File: config.mk
export PLATFORM = sky130hd
export DESIGN_NAME = ptw_walker
export DESIGN_NICKNAME = d
export VERILOG_FILES = /design/src/rtl/ptw_pkg.sv /design/src/rtl/ptw_l1_decode.sv /design/src/rtl/ptw_l2_decode.sv /design/src/rtl/ptw_walker.sv
export SDC_FILE = /design/constraint.sdc
export NUM_CORES = 1
export LEC_CHECK = 0
export ABC_CLOCK_PERIOD_IN_PS = 2100
export BUFFER_PORTS_ARGS = -buffer_cell sky130_fd_sc_hd__buf_2
export CAP_MARGIN = 25
export CORE_UTILIZATION = 46
export CTS_BUF_LIST = sky130_fd_sc_hd__clkbuf_4 sky130_fd_sc_hd__clkbuf_8 sky130_fd_sc_hd__clkbuf_16
export CTS_CLUSTER_DIAMETER = 100
export DETAILED_ROUTE_END_ITERATION = 7
export PLACE_DENSITY = 0.73
export SYNTH_ARGS = -nofsm -noshare
export SYNTH_HDL_FRONTEND = slang
export SYNTH_SLANG_ARGS = --single-unit
File: constraint.sdc
create_clock -name clk -period 2.1 [get_ports clk]
set_clock_uncertainty 0.15 [all_clocks]
set_input_delay 0.105 -clock clk [delete_from_list [all_inputs] [get_ports clk]]
set_output_delay 0.105 -clock clk [all_outputs]
set_load 0.01 [all_outputs]
File: src/rtl/ptw_pkg.sv
package ptw_pkg;

    typedef enum logic [1:0] {
        ST_IDLE     = 2'd0,
        ST_L1_FETCH = 2'd1,
        ST_L2_FETCH = 2'd2,
        ST_DONE     = 2'd3
    } walk_state_e;

    typedef enum logic [1:0] {
        KIND_SECTION = 2'd0,
        KIND_LARGE   = 2'd1,
        KIND_SMALL   = 2'd2,
        KIND_TINY    = 2'd3
    } page_kind_e;

    // descriptor type codes (bits [1:0])
    localparam logic [1:0] D1_INVALID = 2'b00;
    localparam logic [1:0] D1_COARSE  = 2'b01;
    localparam logic [1:0] D1_SECTION = 2'b10;
    localparam logic [1:0] D1_FINE    = 2'b11;
    localparam logic [1:0] D2_INVALID = 2'b00;
    localparam logic [1:0] D2_LARGE   = 2'b01;
    localparam logic [1:0] D2_SMALL   = 2'b10;
    localparam logic [1:0] D2_TINY    = 2'b11;

    // address-split points
    localparam int TTB_LSB     = 14;
    localparam int SECTION_LSB = 20;
    localparam int LARGE_LSB   = 16;
    localparam int SMALL_LSB   = 12;
    localparam int TINY_LSB    = 10;
    localparam int COARSE_LSB  = 10;
    localparam int FINE_LSB    = 12;
    localparam int DOM_LSB     = 5;
    localparam int DOM_W       = 4;
    localparam int AP_W        = 2;
    localparam int SEC_AP_LSB  = 10;
    localparam int SUB_AP_LSB  = 4;

    typedef struct packed {
        logic             fault;
        logic [1:0]       level;
        logic [31:0]      pa;
        logic [DOM_W-1:0] domain;
        logic [AP_W-1:0]  ap;
        page_kind_e       kind;
    } walk_result_t;

endpackage

File: src/rtl/ptw_l1_decode.sv
module ptw_l1_decode
    import ptw_pkg::*;
#(
    parameter int ADDR_W = 32
) (
    input  logic [ADDR_W-1:0] desc,
    input  logic [ADDR_W-1:0] va,
    output walk_result_t      res,
    output logic              go_l2,
    output logic [ADDR_W-1:0] l2_addr
);
    localparam int COARSE_IDX_W = SECTION_LSB - SMALL_LSB;
    localparam int FINE_IDX_W   = SECTION_LSB - TINY_LSB;

    logic unused_va_bits;
    assign unused_va_bits = ^{va[ADDR_W-1:SECTION_LSB], desc[9], desc[4:2]};

    always_comb begin
        res     = '0;
        go_l2   = 1'b0;
        l2_addr = '0;
        unique case (desc[1:0])
            D1_INVALID: begin
                res.fault = 1'b1;
                res.level = 2'd1;
            end
            D1_SECTION: begin
                res.pa     = {desc[ADDR_W-1:SECTION_LSB], va[SECTION_LSB-1:0]};
                res.ap     = desc[SEC_AP_LSB +: AP_W];
                res.domain = desc[DOM_LSB +: DOM_W];
                res.kind   = KIND_SECTION;
            end
            D1_COARSE: begin
                go_l2   = 1'b1;
                l2_addr = {desc[ADDR_W-1:COARSE_LSB],
                           va[SMALL_LSB +: COARSE_IDX_W], 2'b00};
            end
            D1_FINE: begin
                go_l2   = 1'b1;
                l2_addr = {desc[ADDR_W-1:FINE_LSB],
                           va[TINY_LSB +: FINE_IDX_W], 2'b00};
            end
        endcase
    end
endmodule

File: src/rtl/ptw_l2_decode.sv
module ptw_l2_decode
    import ptw_pkg::*;
#(
    parameter int ADDR_W = 32
) (
    input  logic [ADDR_W-1:0] l1_desc,
    input  logic [ADDR_W-1:0] desc,
    input  logic [ADDR_W-1:0] va,
    output walk_result_t      res
);
    logic [1:0]        sub_sel;
    logic [4:0]        ap_shift;
    logic [ADDR_W-1:0] shifted;
    logic              unused_l1_bits;

    assign unused_l1_bits = ^{l1_desc[ADDR_W-1:DOM_LSB+DOM_W], l1_desc[DOM_LSB-1:0],
                              va[ADDR_W-1:LARGE_LSB], va[13:12]};

    always_comb begin
        sub_sel  = (desc[1:0] == D2_LARGE) ? va[15:14] : va[11:10];
        ap_shift = 5'(SUB_AP_LSB) + {2'b00, sub_sel, 1'b0};
        shifted  = desc >> ap_shift;
        res        = '0;
        res.domain = l1_desc[DOM_LSB +: DOM_W];
        unique case (desc[1:0])
            D2_INVALID: begin
                res.fault = 1'b1;
                res.level = 2'd2;
            end
            D2_LARGE: begin
                res.pa   = {desc[ADDR_W-1:LARGE_LSB], va[LARGE_LSB-1:0]};
                res.ap   = shifted[AP_W-1:0];
                res.kind = KIND_LARGE;
            end
            D2_SMALL: begin
                res.pa   = {desc[ADDR_W-1:SMALL_LSB], va[SMALL_LSB-1:0]};
                res.ap   = shifted[AP_W-1:0];
                res.kind = KIND_SMALL;
            end
            D2_TINY: begin
                res.pa   = {desc[ADDR_W-1:TINY_LSB], va[TINY_LSB-1:0]};
                res.ap   = desc[SUB_AP_LSB +: AP_W];
                res.kind = KIND_TINY;
            end
        endcase
    end
endmodule

File: src/rtl/ptw_walker.sv
module ptw_walker
    import ptw_pkg::*;
#(
    parameter int ADDR_W = 32
) (
    input  logic              clk,
    input  logic              rst_n,
    input  logic              req_valid,
    output logic              req_ready,
    input  logic [ADDR_W-1:0] req_va,
    input  logic [ADDR_W-1:0] ttb,
    output logic              mem_req_valid,
    output logic [ADDR_W-1:0] mem_req_addr,
    input  logic              mem_rsp_valid,
    input  logic [ADDR_W-1:0] mem_rsp_data,
    output logic              done,
    output logic              fault,
    output logic [1:0]        fault_level,
    output logic [ADDR_W-1:0] pa,
    output logic [3:0]        domain,
    output logic [1:0]        ap,
    output logic [1:0]        page_kind
);
    localparam int L1_IDX_W = ADDR_W - SECTION_LSB;

    walk_state_e       state_q, state_d;
    logic [ADDR_W-1:0] va_q, ttb_q, l1_q;
    logic              issued_q;
    walk_result_t      res_q, l1_res, l2_res;
    logic              go_l2;
    logic [ADDR_W-1:0] l1_addr, l2_addr, l2_addr_q;
    logic              in_fetch, rsp_take;
    logic              unused_ttb_bits;

    assign unused_ttb_bits = ^ttb_q[TTB_LSB-1:0];

    assign l1_addr  = {ttb_q[ADDR_W-1:TTB_LSB], va_q[SECTION_LSB +: L1_IDX_W], 2'b00};
    assign in_fetch = (state_q == ST_L1_FETCH) || (state_q == ST_L2_FETCH);
    assign rsp_take = in_fetch && mem_rsp_valid;

    ptw_l1_decode #(.ADDR_W(ADDR_W)) l1_dec_i (
        .desc(mem_rsp_data), .va(va_q), .res(l1_res), .go_l2(go_l2), .l2_addr(l2_addr)
    );

    ptw_l2_decode #(.ADDR_W(ADDR_W)) l2_dec_i (
        .l1_desc(l1_q), .desc(mem_rsp_data), .va(va_q), .res(l2_res)
    );

    // state register
    always_ff @(posedge clk) begin
        if (!rst_n) state_q <= ST_IDLE;
        else        state_q <= state_d;
    end

    always_comb begin
        state_d = state_q;
        unique case (state_q)
            ST_IDLE:     if (req_valid) state_d = ST_L1_FETCH;
            ST_L1_FETCH: if (mem_rsp_valid) state_d = go_l2 ? ST_L2_FETCH : ST_DONE;
            ST_L2_FETCH: if (mem_rsp_valid) state_d = ST_DONE;
            ST_DONE:     state_d = ST_IDLE;
        endcase
    end

    // datapath registers
    always_ff @(posedge clk) begin
        if (!rst_n) begin
            va_q      <= '0;
            ttb_q     <= '0;
            l1_q      <= '0;
            l2_addr_q <= '0;
            issued_q  <= 1'b0;
            res_q     <= '0;
        end else begin
            if (state_q == ST_IDLE && req_valid) begin
                va_q  <= req_va;
                ttb_q <= ttb;
            end
            if (rsp_take)            issued_q <= 1'b0;
            else if (mem_req_valid)  issued_q <= 1'b1;
            if (state_q == ST_L1_FETCH && mem_rsp_valid) begin
                l1_q      <= mem_rsp_data;
                l2_addr_q <= l2_addr;
                if (!go_l2) res_q <= l1_res;
            end
            if (state_q == ST_L2_FETCH && mem_rsp_valid) res_q <= l2_res;
        end
    end

    // outputs
    always_comb begin
        req_ready     = (state_q == ST_IDLE);
        mem_req_valid = in_fetch && !issued_q;
        mem_req_addr  = (state_q == ST_L2_FETCH) ? l2_addr_q : l1_addr;
        done          = (state_q == ST_DONE);
        fault         = res_q.fault;
        fault_level   = res_q.level;
        pa            = res_q.pa;
        domain        = res_q.domain;
        ap            = res_q.ap;
        page_kind     = res_q.kind;
    end


    l1_addr_chk: assert property (@(posedge clk) disable iff (!rst_n)
        (req_valid && req_ready) |=> (mem_req_valid &&
            mem_req_addr == {$past(ttb[ADDR_W-1:TTB_LSB]), $past(req_va[ADDR_W-1:SECTION_LSB]), 2'b00}));


    single_issue_chk: assert property (@(posedge clk) disable iff (!rst_n)
        (mem_req_valid && !mem_rsp_valid) |=> !mem_req_valid);


    done_pulse_chk: assert property (@(posedge clk) disable iff (!rst_n)
        done |=> !done);


    fault_level_chk: assert property (@(posedge clk) disable iff (!rst_n)
        done |-> (fault ? (fault_level != 2'd0) : (fault_level == 2'd0)));


    busy_ready_chk: assert property (@(posedge clk) disable iff (!rst_n)
        (done || mem_req_valid) |-> !req_ready);


    section_offset_chk: assert property (@(posedge clk) disable iff (!rst_n)
        (done && !fault && page_kind == KIND_SECTION) |->
            pa[SECTION_LSB-1:0] == va_q[SECTION_LSB-1:0]);
endmodule

# --- Yosys cells after proc, flatten, opt, wreduce, memory -nomap -nowiden ---
# Index checks and enable logic that the tools add are counted.
word_totals:
  register_bits: 151
  elab_cells: 56
  out_inout_bits: 78
  input_bits: 100
op_classes:
  bitwise: 1
  n_eq_ne: 10
  n_reduce_logical: 14
  mux: 17
  shift: 1
  add_sub_neg: 1
op_table:
  columns: ["op", "count"]
  rows:
  - ["two-way mux 43 bit", 3]
  - ["one-hot mux 32 bit (3 select lines)", 1]
  - ["one-hot mux 32 bit (2 select lines)", 1]
  - ["two-way mux 40 bit", 1]
  - ["two-way mux 32 bit", 1]
  - [">> shifter 32 x 4 -> 2 bit", 1]
  - ["one-hot mux 4 bit (3 select lines)", 1]
  - ["== test 2 bit (second input constant)", 4]
  - ["two-way mux 2 bit", 4]
  - ["one-hot mux 2 bit (4 select lines)", 1]
  - ["two-way mux 3 bit", 2]
  - ["!= test 2 bit (second input constant)", 3]
  - ["logical AND 1 bit", 5]
  - ["adder 3 x 3 -> 4 bit (first input constant)", 1]
  - ["== test 2 x 1 -> 1 bit (second input constant)", 2]
  - ["zero test 2 bit", 2]
  - ["OR reduction 2 bit", 2]
  - ["AND reduction 3 bit", 1]
  - ["two-way mux 1 bit", 2]
  - ["!= test 2 x 1 -> 1 bit (second input constant)", 1]
  - ["AND reduction 2 bit", 1]
  - ["nonzero test 2 bit", 1]
  - ["zero test 1 bit", 1]
  - ["logical OR 1 bit", 1]
  - ["inverter 1 bit", 1]

# --- Longest topological paths before layout ---
# Gate-level depths: netlist of run 1.
logic_depth:
  depth_word: 6
  depth_mapped: 10
  mapped_depth_nobuf: 7

# --- By module ---
# Synthesis of run 1 repeated with hierarchy kept, for this count alone.
hier_totals:
  hier_cells: 977
  area_unflattened_um2: 7891.3
by_module_without_submodules:
  columns: ["module", "instances", "cells_per_inst", "area_per_inst_um2"]
  rows:
  - ["ptw_walker", 1, 807, 6750.2]
  - ["ptw_l1_decode", 1, 96, 644.4]
  - ["ptw_l2_decode", 1, 74, 496.7]

# --- Worst setup path after synthesis of run 1 ---
# OpenSTA, ideal clock, no wires.
synth_timing:
  path_type: "reg-to-reg"
  from: "reg state_q[1]"
  to: "reg res_q (netlist bit ap[1])"
  path_slack_ps: 120
  setup_time_ps: 115
  t_required_ps: 1835
  t_arrival_ps: 1714
  path_stages_with_launch: 9
  n_path_buf: 2
  path_cell_list: "dfxtp_1 inv_1 ha_1 nor2b_1 o21ai_0 buf_2 buf_1 o21ai_0 and3_1"
synth_via:
  elab_chain_cells: 4
  elab_cells_between_ends: 8
synth_lines:
  columns: ["item", "line_no", "text"]
  rows:
  - ["start: declaration", "ptw_walker.sv:26", "walk_state_e state_q, state_d;"]
  - ["start signal: assignment", "ptw_walker.sv:52", "else state_q <= state_d;"]
  - ["== test 2 bit or == test 2 x 1 -> 1 bit (tied branches)", "ptw_walker.sv:86, ptw_walker.sv:81", null]
  - ["logical AND 1 bit, on equally long branches", "ptw_walker.sv:86, ptw_walker.sv:81", null]
  - ["!= test 2 x 1 -> 1 bit (no line) or nonzero test 2 bit (tied branches)", null, null]
  - ["AND reduction 2 bit (no line)", null, null]
  - ["end signal: assignment", "ptw_walker.sv:84", "if (!go_l2) res_q <= l1_res;"]
  - ["end signal: assignment", "ptw_walker.sv:86", "if (state_q == ST_L2_FETCH && mem_rsp_valid) res_q <= l2_res;"]
  - ["end: declaration", "ptw_walker.sv:29", "walk_result_t res_q, l1_res, l2_res;"]
# Several ways; a longest one is shown, not always the timed one.
# A chain may end at the register's enable or synchronous reset.

# --- Worst setup path after layout of run 1 ---
layout_timing:
  from: "reg state_q[0]"
  to: "out mem_req_addr[26]"
layout_via:
  elab_chain_cells: 2
layout_lines:
  columns: ["item", "line_no", "text"]
  rows:
  - ["== test 2 bit", "ptw_walker.sv:94", "mem_req_addr = (state_q == ST_L2_FETCH) ? l2_addr_q : l1_addr;"]
  - ["two-way mux 32 bit", "ptw_walker.sv:94", null]
  - ["end: declaration", "ptw_walker.sv:13", "output logic [ADDR_W-1:0] mem_req_addr,"]
# No other way between the ends.

==> summary.md, run 1 <==
| Metric | Value |
|---|---|
| Status | finished, final reports clean |
| Top cells by count, synth | nand2_1, dfxtp_1, a21boi_0 |
| WL/cell | about 17 µm |
| Max cap viols | 0 |
| Leading post-synthesis cells by cell area | dfxtp_1, nand2_1, a21boi_0 |
| Post-route cell area | about 8300 µm² |
| Die X | 114 µm |
| CTS tree | built |
| Pins Over Slew Limit | 0 |
| # setup viols final | 0 |
| Critical Path Sink Type | primary output |
| # diodes | 0 |
| Antenna violations before repair | 0 |
| Tcrit/Tclk final | 98.1% |
| Cells after synthesis | 667 |
| Row count | 40 |
| Placer congestion estimate | ~0.85 |
| Starting Density | a little under half |
| Worst min path class | in2reg |
| Grt ovf | 0 |
| Least-Margin Pin Slew | ~0.66 ns |
| Final HPWL DP | approximately 11 mm |
| Relative slew slack | 56.2% |
| CP arrival | approximately 1.8 ns |
| PD cells | about 1100 nW/µm² |
| Via density | 5.37 |
| CP Max Fanout | 13 |
| Netlist Area Pre-Place | around 5700 µm² |
| Worst-path clk slew | 0.06 ns |
| Synthesis-stage register bit count | 130 |
| Most common cell in the netlist | nand2_1 |
| First-pass GRT wire length | approximately 28 mm |
| Clock tree buffer depth | 2 |
| CTS buffer count | 17 |
| Leak | between 3 and 4 nW |
| Syn Area/Cell | 8.60 µm² |
| I/O pin count | roughly 180 |
| Sequential-to-total area share from yosys stat | between 40% and 50% |
| Initial DRC Count | 421 |
| Endpoints failing hold | 0 |
| WP data required | roughly 1.9 ns |
| # DRC | 0 |
| Clock Tree Root | clkbuf_16 |
| Share of cells above drive strength 1 | between 20% and 30% |
| Crit path launch type | flop |
| Die Ht | about 110 µm |
| Nets | ~1000 |
| Drt first pass iters | 5 |
| Yosys Warn Count | 0 |
| Largest net degree at the start of global routing | 76 |
| Minimum hold slack | 0.0677 ns |
| Syn-to-layout area delta | 44.5% |
| CTS sink cnt | 130 |
| Peak supply drop | approximately 900 µV |
| Port buffer count | around 160 |
| Synth unique cells | 40 |
| CORE AREA | 12100 µm² |
| Ys flop type | dfxtp_1 |
| Async set-reset flop share out of synthesis | 0% |
| EDFF count, synth | 0 |
| Unrepaired setup endpoints after global routing | yes |
| Top cell type's share of synthesized area | between 40 and 50% |
| Post-layout minimum cycle time | just over 2 ns |
| Post-Route WL | between 15 and 20 mm |
| Clk_lat worst skew | about 0.42 ns |
| H-tree depth | 4 |
| Post-DRT Antenna Nets | 0 |
| Placed Area | a little under 7000 µm² |
| Synth area leader | dfxtp_1 |
| Vias in the first global route | just under 6000 |
| Overall routing resource usage | between 20% and 30% |
| Total number of vias | about 5800 |
| Die area | 12900 µm² |
| Kind of critical path | reg2out |
| Fmax | 0.485 GHz |
where the power goes:
part | internal, mW | switching [mW]
clock | 2.24 | 1.14
sequential | 2.79 | 0.209
combinational | 1.14 | 1.50
total | 6.17 | 2.85
flip-flops by register name, indices dropped and copies added, names as in the netlist:
signal       flops
va_q            32
page_kind        2
fault_level      2
l1_q             4
domain           4
ttb_q           18
pa              32
l2_addr_q       30
state_q          2
issued_q         1
fault            1
ap               2
path summary, 6_finish.rpt:
path | from | end | slack [ns] | depth (start not counted)
min | mem_rsp_data[0] | pa[11] | 0.07 | 4
max | state_q[0] | mem_req_addr[26] | 0.04 | 6
min reg2reg | va_q[29] | va_q[29] | 0.31 | 2
max reg2reg | state_q[0] | pa[21] | 0.10 | 7
logic make-up after synthesis:
logic type | synth area share (%)
and+or+nand+nor | 19.6
AOI/OAI and AO/OA | 20.6
DFF | 45.3
buffers and inverters | 4.62
muxes | 8.87
adders and majority gates | 0.872
other | 0.0653
layout make-up:
type                            instances  area, µm²
Timing Repair Buffer                  263       1850
Inverter                                6       22.5
Multi-Input combinational cell        474       2920
Sequential cell                       130       2610
Clock inverter                         15        256
Fill cell                             949       3820
Clock buffer                           17        425
Tap cell                              168        210
stage by stage:
step	setup TNS (ns)	power [mW]	cells	worst slack [ns]	utilization, %
finish	0	9.02	1073	0.0395	68.5
global route	-0.00879	9.43	1073	-0.00691	68.5
CTS	-0.255	8.88	1071	-0.0207	67.8
detailed placement	-3.79	5.38	960	-0.197	55.5
global placement	-0.0755	5.27	960	-0.0105	55.5
floorplan	0	4.49	668	0.120	-
what timing repair did:
item | in CTS | in global routing
endpoints found under the hold margin | 98 | 0
pin swaps | 0 | 0
hold buffers | 79 | 0
resized for setup | 4 | 13
gates cloned | 0 | 2
buffers inserted | 0 | 0
setup endpoints to repair | 52 | 64
metal layers:
layer  vias up  track usage (%)  part of all wire [%]
li1       2736                -                     -
met3        42             6.70                   6.3
met1      2723             32.0                    42
met5         -                0                     0
met2       258             47.8                    49
met4         0             13.2                   2.5
cell usage in the layout, fill, tap and decap left out, drive strengths merged, types with 2 or more instances in the layout:
master,instances
a31oi,2
o21ai,26
and2,16
inv,8
nor2b,29
o211ai,2
a21o,2
a21boi,77
bufinv,6
mux2i,16
a21oi,15
mux2,31
dlygate4sd3,79
dfxtp,130
a22oi,28
nor2,12
buf,183
nand2b,3
a221oi,5
conb,2
nand3,20
clkbuf,18
o22ai,2
nand2,161
ha,4
o221ai,5
nor3b,6
clkinv,6
worst max-delay path: stages (launching register included):
cell and delay (ns):
dfxtp_2 0.34, inv_2 0.06, ha_2 0.18, buf_8 0.15, buf_12 0.15, mux2_2 0.35
buf_2 0.14
(Power assumes the default switching activity.)
==> run 2: changes to the inputs <==
--- a/config.mk
+++ b/config.mk
@@ -15,2 +15,3 @@
 export PLACE_DENSITY = 0.73
+export SLEW_MARGIN = 40
 export SYNTH_ARGS = -nofsm -noshare
==> constraint.sdc (replaced) <==
create_clock -name clk -period 2.1 [get_ports clk]
set_clock_uncertainty 0.15 [all_clocks]
set_input_delay 0.21 -clock clk [delete_from_list [all_inputs] [get_ports clk]]
set_output_delay 0.21 -clock clk [all_outputs]
set_load 0.01 [all_outputs]
==> summary.md, run 2 (same netlist as run 1, synthesis figures left out) <==
| Metric | Value |
|---|---|
| Status | complete, but fails checks (was finished, final reports clean) |
| Failing checks | negative setup slack |
| Tcrit/Tclk final | 101% (was 98.1%) |
| Antenna violations before repair | 0 (unchanged) |
| Sum Neg Setup Slack | -0.0489 ns (was 0 ns) |
| Total number of vias | 5662 (was 5759) |
| Leak | 3.50 nW (was 3.51 nW) |
| WL/cell | 16.6 µm (about the same) |
| Worst-path clk slew | 0.05 ns (was 0.06 ns) |
| Initial DRC Count | 412 (was 421) |
| Relative slew slack | 57.7% (was 56.2%) |
| Post-Route WL | 17.8 mm (about the same) |
| CP Launch Point | state_q[0] (unchanged) |
| Kind of critical path | reg2out (unchanged) |
| Slack of the worst reg-to-reg path | 0.06 ns (was 0.10 ns) |
| Die Ht | 114 µm (unchanged) |
| R2r startpoint | state_q[0] (unchanged) |
| Die area | 12900 µm² (unchanged) |
| Placer congestion estimate | 0.829 (was 0.847) |
| Most frequent cells in the layout | nand2_1, buf_2, dfxtp_1 (unchanged) |
| Syn-to-layout area delta | 45.0% (was 44.5%) |
| Share of cells above drive strength 1 | 28.6% (about the same) |
| Row count | 40 (unchanged) |
| Nets | 993 (was 996) |
| Peak supply drop | 642 µV (was 900 µV) |
| Via density | 5.31 (was 5.37) |
| Least-Margin Pin Slew | 0.633 ns (was 0.657 ns) |
| Fmax | 0.473 GHz (was 0.485 GHz) |
| Vias in the first global route | 5886 (was 5843) |
| Unrepaired setup endpoints after global routing | yes (unchanged) |
| Post-route cell area | 8320 µm² (was 8290 µm²) |
| Post-layout minimum cycle time | 2.12 ns (was 2.06 ns) |
| Total power draw | 8.67 mW (was 9.02 mW) |
| Non-Filler Instances | 1067 (was 1073) |
| Clk_lat worst skew | 0.42 ns (about the same) |
| Die X | 114 µm (unchanged) |
| Drt first pass iters | 5 (unchanged) |
| Critical Path Sink Type | primary output (unchanged) |
| Largest net degree at the start of global routing | 130 (was 76) |
| Max cap viols | 0 (unchanged) |
| CTS tree | built (unchanged) |
| Cells after DPL | 959 (was 960) |
| CP endpoint | mem_req_addr[26] (unchanged) |
| CORE AREA | 12100 µm² (unchanged) |
| I/O pin count | 178 (unchanged) |
| # setup viols final | 4 (was 0) |
| Clock Tree Root | clkbuf_16 (unchanged) |
| Grt ovf | 0 (unchanged) |
| CP Max Fanout | 15 (was 13) |
| CP arrival | 1.76 ns (was 1.81 ns) |
| H-tree depth | 4 (unchanged) |
| Worst min path class | in2reg (unchanged) |
| Post-DRT Antenna Nets | 0 (unchanged) |
| Dpl ws | 0.0672 ns (was -0.197 ns) |
| # diodes | 0 (unchanged) |
| # DRC | 0 (unchanged) |
| CTS sink cnt | 130 (unchanged) |
| Endpoints failing hold | 0 (unchanged) |
| Starting Density | 47.4% (unchanged) |
| Layout filler cell count | 941 (was 949) |
| PD cells | 1040 nW/µm² (was 1090 nW/µm²) |
| Final HPWL DP | 10.7 mm (was 11.2 mm) |
| First-pass GRT wire length | 28.1 mm (was 27.8 mm) |
| Placed Area | 6740 µm² (was 6730 µm²) |
| Reg2reg end | pa[9] (was pa[21]) |
| Pins Over Slew Limit | 0 (unchanged) |
| Crit path launch type | flop (unchanged) |
| Clock tree buffer depth | 2 (unchanged) |
| Port buffer count | 159 (unchanged) |
| Commonest non-fill, non-tap cell in the layout | nand2_1 (unchanged) |
| CTS buffer count | 17 (unchanged) |
| R2R cell count | 8 (was 7) |
| WP data required | 1.74 ns (was 1.85 ns) |
| Worst setup margin | -0.0157 ns (was 0.0395 ns) |
| Overall routing resource usage | 28.2% (was 27.6%) |
[run 2: cell count changes in the layout (fill, tap and decap cells not counted), moves of 2 or more]
cell           before  now
buf_2             159  142
clkinv_2            1    3
bufinv_16           6    1
dlygate4sd3_1      79   74
buf_6               1   18
buf_12              4    6
clkbuf_8            0    5
mux2_4              0   17
ha_2                2    0
clkinv_4            5    0
buf_4              18   20
clkbuf_4            0    2
mux2_2             30   13
[run 2: cell type report]
cell class	instances	area (µm²)	area share [%]
multi-input combinational	473	2980	35.8
sequential	130	2610	31.3
timing repair buffer	261	1940	23.3
clock buffer	24	509	6.12
tap	168	210	2.53
clock inverter	5	52.6	0.631
inverter	6	22.5	0.271
[run 2: through the flow]
stage	util, %	hold WS (ns)
floorplan	-	0.205
global placement	55.6	0.297
detailed placement	55.6	0.304
CTS	68.2	0.000204
global route	68.7	0.0230
finish	68.7	0.0184
[run 2: timing repair]
item,4_1_cts,5_1_grt
resized for setup,25,25
setup buffers,4,1
cloned,2,0
endpoints found under the hold margin,87,0
setup endpoints to repair,30,60
hold buffers,74,0
pin swaps,1,2
[run 2: how the worst min path moves through the flow]
| stage | startpoint | to | slack, ns | depth (start not counted) |
|---|---|---|---|---|
| after floorplan | mem_rsp_data[6] | l1_q[6] | 0.20 | 2 |
| after global placement | ttb_q[17] | ttb_q[17] | 0.30 | 2 |
| after detailed placement | va_q[29] | va_q[29] | 0.30 | 2 |
| after CTS | rst_n | ap[0] | 0.0002 | 3 |
| after global routing | rst_n | ap[0] | 0.02 | 3 |
| final | rst_n | ap[0] | 0.02 | 3 |
[run 2: where the power goes]
part | leakage, nW | internal (mW) | total (mW) | switching (mW)
Combinational | 2.16 | 1.30 | 2.86 | 1.56
Sequential | 1.06 | 2.79 | 3.01 | 0.216
Clock | 0.281 | 1.78 | 2.80 | 1.02
[run 2: per-layer routing]
metal / vias to the layer above / global-route usage, % / wire length, µm
met2: 226 / 48.8 / 8880
li1: 2716 / - / -
met4: 0 / 12.3 / 440
met1: 2680 / 33.1 / 7310
met5: - / 0 / 0
met3: 40 / 6.85 / 1120
[run 2: worst max-delay path: stages (launching register included)]
cell and delay (ns):
dfxtp_2 0.32, inv_2 0.08, ha_4 0.16, buf_4 0.24, mux2_2 0.38, buf_2 0.14
==> run 3: changes to the inputs <==
CORE_ASPECT_RATIO = 1.2   (was unset)
CORE_MARGIN = 10   (was unset)
==> summary.md, run 3 (same netlist as run 1, synthesis figures left out) <==
| Metric | Value |
|---|---|
| PD cells | 1090 nW/µm² (was 1040 nW/µm²) |
| Largest net degree at the start of global routing | 130 (unchanged) |
| Commonest non-fill, non-tap cell in the layout | nand2_1 (unchanged) |
| Placed Area | 6730 µm² (was 6740 µm²) |
| Crit path launch type | flop (unchanged) |
| Leak | 3.49 nW (was 3.50 nW) |
| Initial DRC Count | 299 (was 412) |
| Share of cells above drive strength 1 | 28.6% (about the same) |
| CP max stage cell | dfxtp_2 (was mux2_2) |
| Post-route cell area | 8230 µm² (was 8320 µm²) |
| Clk_lat worst skew | 0.41 ns (was 0.42 ns) |
| Vias in the first global route | 5828 (was 5886) |
| Final HPWL DP | 12.2 mm (was 10.7 mm) |
| Critical path's top delay family | buffers and inverters (unchanged) |
| Post-Route WL | 18.8 mm (was 17.8 mm) |
| R2r startpoint | state_q[0] (unchanged) |
| Status | finished, final reports clean (was complete, but fails checks) |
| Clock Tree Root | clkbuf_16 (unchanged) |
| Placer congestion estimate | 0.944 (was 0.829) |
| Grt ovf | 0 (unchanged) |
| Die X | 122 µm (was 114 µm) |
| Worst setup margin | 0.0249 ns (was -0.0157 ns) |
| Antenna violations before repair | 1 (was 0) |
| Post-layout minimum cycle time | 2.08 ns (was 2.12 ns) |
| First-pass GRT wire length | 29.4 mm (was 28.1 mm) |
| Total number of vias | 5632 (was 5662) |
| Syn-to-layout area delta | 43.3% (was 45.0%) |
| CP max stage delay | 0.34 ns (was 0.38 ns) |
| R2R cell count | 8 (unchanged) |
| WL/cell | 17.7 µm (was 16.6 µm) |
| GR met1 Demand/Resource | 23.2% (was 33.1%) |
| Least-Margin Pin Slew | 0.509 ns (was 0.633 ns) |
| Post-DRT Antenna Nets | 0 (unchanged) |
| CP arrival | 1.72 ns (was 1.76 ns) |
| Minimum hold slack | 0.0457 ns (was 0.0184 ns) |
| CTS tree | built (unchanged) |
| Fmax | 0.482 GHz (was 0.473 GHz) |
| Starting Density | 47.2% (was 47.4%) |
| Die Ht | 142 µm (was 114 µm) |
| Sum Neg Setup Slack | 0 ns (was -0.0489 ns) |
| Kind of critical path | reg2out (unchanged) |
| Global routing usage on met3 | 7.98% (was 6.85%) |
| Dpl ws | 0.0483 ns (was 0.0672 ns) |
| Row count | 44 (was 40) |
| CP Max Fanout | 11 (was 15) |
| Die area | 17400 µm² (was 12900 µm²) |
| Most frequent cells in the layout | nand2_1, buf_2, dfxtp_1 (unchanged) |
| Tcrit/Tclk final | 98.8% (was 101%) |
| H-tree depth | 4 (unchanged) |
| Worst-path clk slew | 0.06 ns (was 0.05 ns) |
| I/O pin count | 178 (unchanged) |
| CP endpoint | mem_req_addr[29] (was mem_req_addr[26]) |
| Endpoints failing hold | 0 (unchanged) |
| Port buffer count | 159 (unchanged) |
| CTS buffer count | 17 (unchanged) |
| CORE AREA | 12200 µm² (was 12100 µm²) |
| Peak supply drop | 575 µV (was 642 µV) |
| CP Launch Point | state_q[0] (unchanged) |
| Overall routing resource usage | 20.9% (was 28.2%) |
| # setup viols final | 0 (was 4) |
| Slack of the worst reg-to-reg path | 0.12 ns (was 0.06 ns) |
| Critical Path Sink Type | primary output (unchanged) |
| WP data required | 1.74 ns (about the same) |
| Drt first pass iters | 5 (unchanged) |
| Clock tree buffer depth | 2 (unchanged) |
| Gr busiest metal | met2 (unchanged) |
| # DRC | 0 (unchanged) |
| CTS sink cnt | 130 (unchanged) |
| Unrepaired setup endpoints after global routing | yes (unchanged) |
| Total power draw | 8.93 mW (was 8.67 mW) |
| Via density | 5.30 (was 5.31) |
| CP Cell Sequence | inv_4 > ha_4 > clkbuf_16 > mux2_2 > buf_2 (was inv_2 > ha_4 > buf_4 > mux2_2 > buf_2) |
| Reg2reg end | pa[12] (was pa[9]) |
| Worst min path class | in2reg (unchanged) |
| GR Layer Usage met2 | 35.7% (was 48.8%) |
| Buffers & Inverters on Critical Path | 3 (unchanged) |
| Relative slew slack | 65.9% (was 57.7%) |
| Max cap viols | 0 (unchanged) |
| Pins Over Slew Limit | 0 (unchanged) |
| Nets | 991 (was 993) |
| Worst path depth | 5 (unchanged) |
[run 3: changes by cell type in the layout (fill, tap and decap cells not counted), sizes merged]
cell | previous run | this run
diode | 0 | 1
clkinv | 3 | 5
buf | 187 | 182
clkinvlp | 1 | 3
clkbuf | 24 | 22
bufinv | 1 | 5
[run 3: final cells by class]
| type | count | area (µm²) |
|---|---|---|
| well taps | 161 | 201 |
| fillers | 935 | 3940 |
| inverters | 6 | 25.0 |
| multi-input cells | 473 | 2910 |
| clock buffers | 19 | 447 |
| repair buffers | 259 | 1830 |
| diodes | 1 | 2.50 |
| clock inverters | 13 | 209 |
| flip-flops and latches | 130 | 2610 |
[run 3: through the flow]
| step | utilization [%] | instances |
|---|---|---|
| 5_1_grt | 67.6 | 1062 |
| 3_5_place_dp | 55.3 | 952 |
| 3_3_place_gp | 55.3 | 952 |
| 4_1_cts | 67.1 | 1058 |
| 6_report | 67.6 | 1062 |
| 2_1_floorplan | - | 668 |
[run 3: how the worst min path moves through the flow]
stage / slack, ns / end / from / depth (start not counted)
2_1_floorplan: 0.20 / l1_q[6] / mem_rsp_data[6] / 2
3_3_place_gp: 0.29 / l2_addr_q[28] / l2_addr_q[28] / 2
3_5_place_dp: 0.31 / l2_addr_q[13] / l2_addr_q[13] / 2
4_1_cts: 0.03 / issued_q / mem_rsp_valid / 3
5_1_grt: 0.05 / issued_q / mem_rsp_valid / 3
6_report: 0.05 / issued_q / mem_rsp_valid / 3
[run 3: per-layer routing]
layer  vias up  part of all wire, %
li1       2720                    -
met1      2666                   40
met2       223                   50
met3        23                  8.9
met4         0                  1.2
met5         -                    0
[run 3: where the power goes]
part           switching [mW]  internal, mW
Sequential              0.218          2.79
Clock                    1.11          2.15
Combinational            1.51          1.16
[run 3: worst min-delay path, cell delays in order]
cell,delay [ns]
buf_2,0.15
nand2_1,0.07
o211a_1,0.13
[run 3: what timing repair did]
action / CTS / global route
resized for setup: 8 / 3
pin swaps: 1 / 0
endpoints found under the hold margin: 86 / 0
gates cloned: 0 / 2
hold buffers: 74 / 0
setup endpoints to repair: 30 / 32
setup buffers: 0 / 1
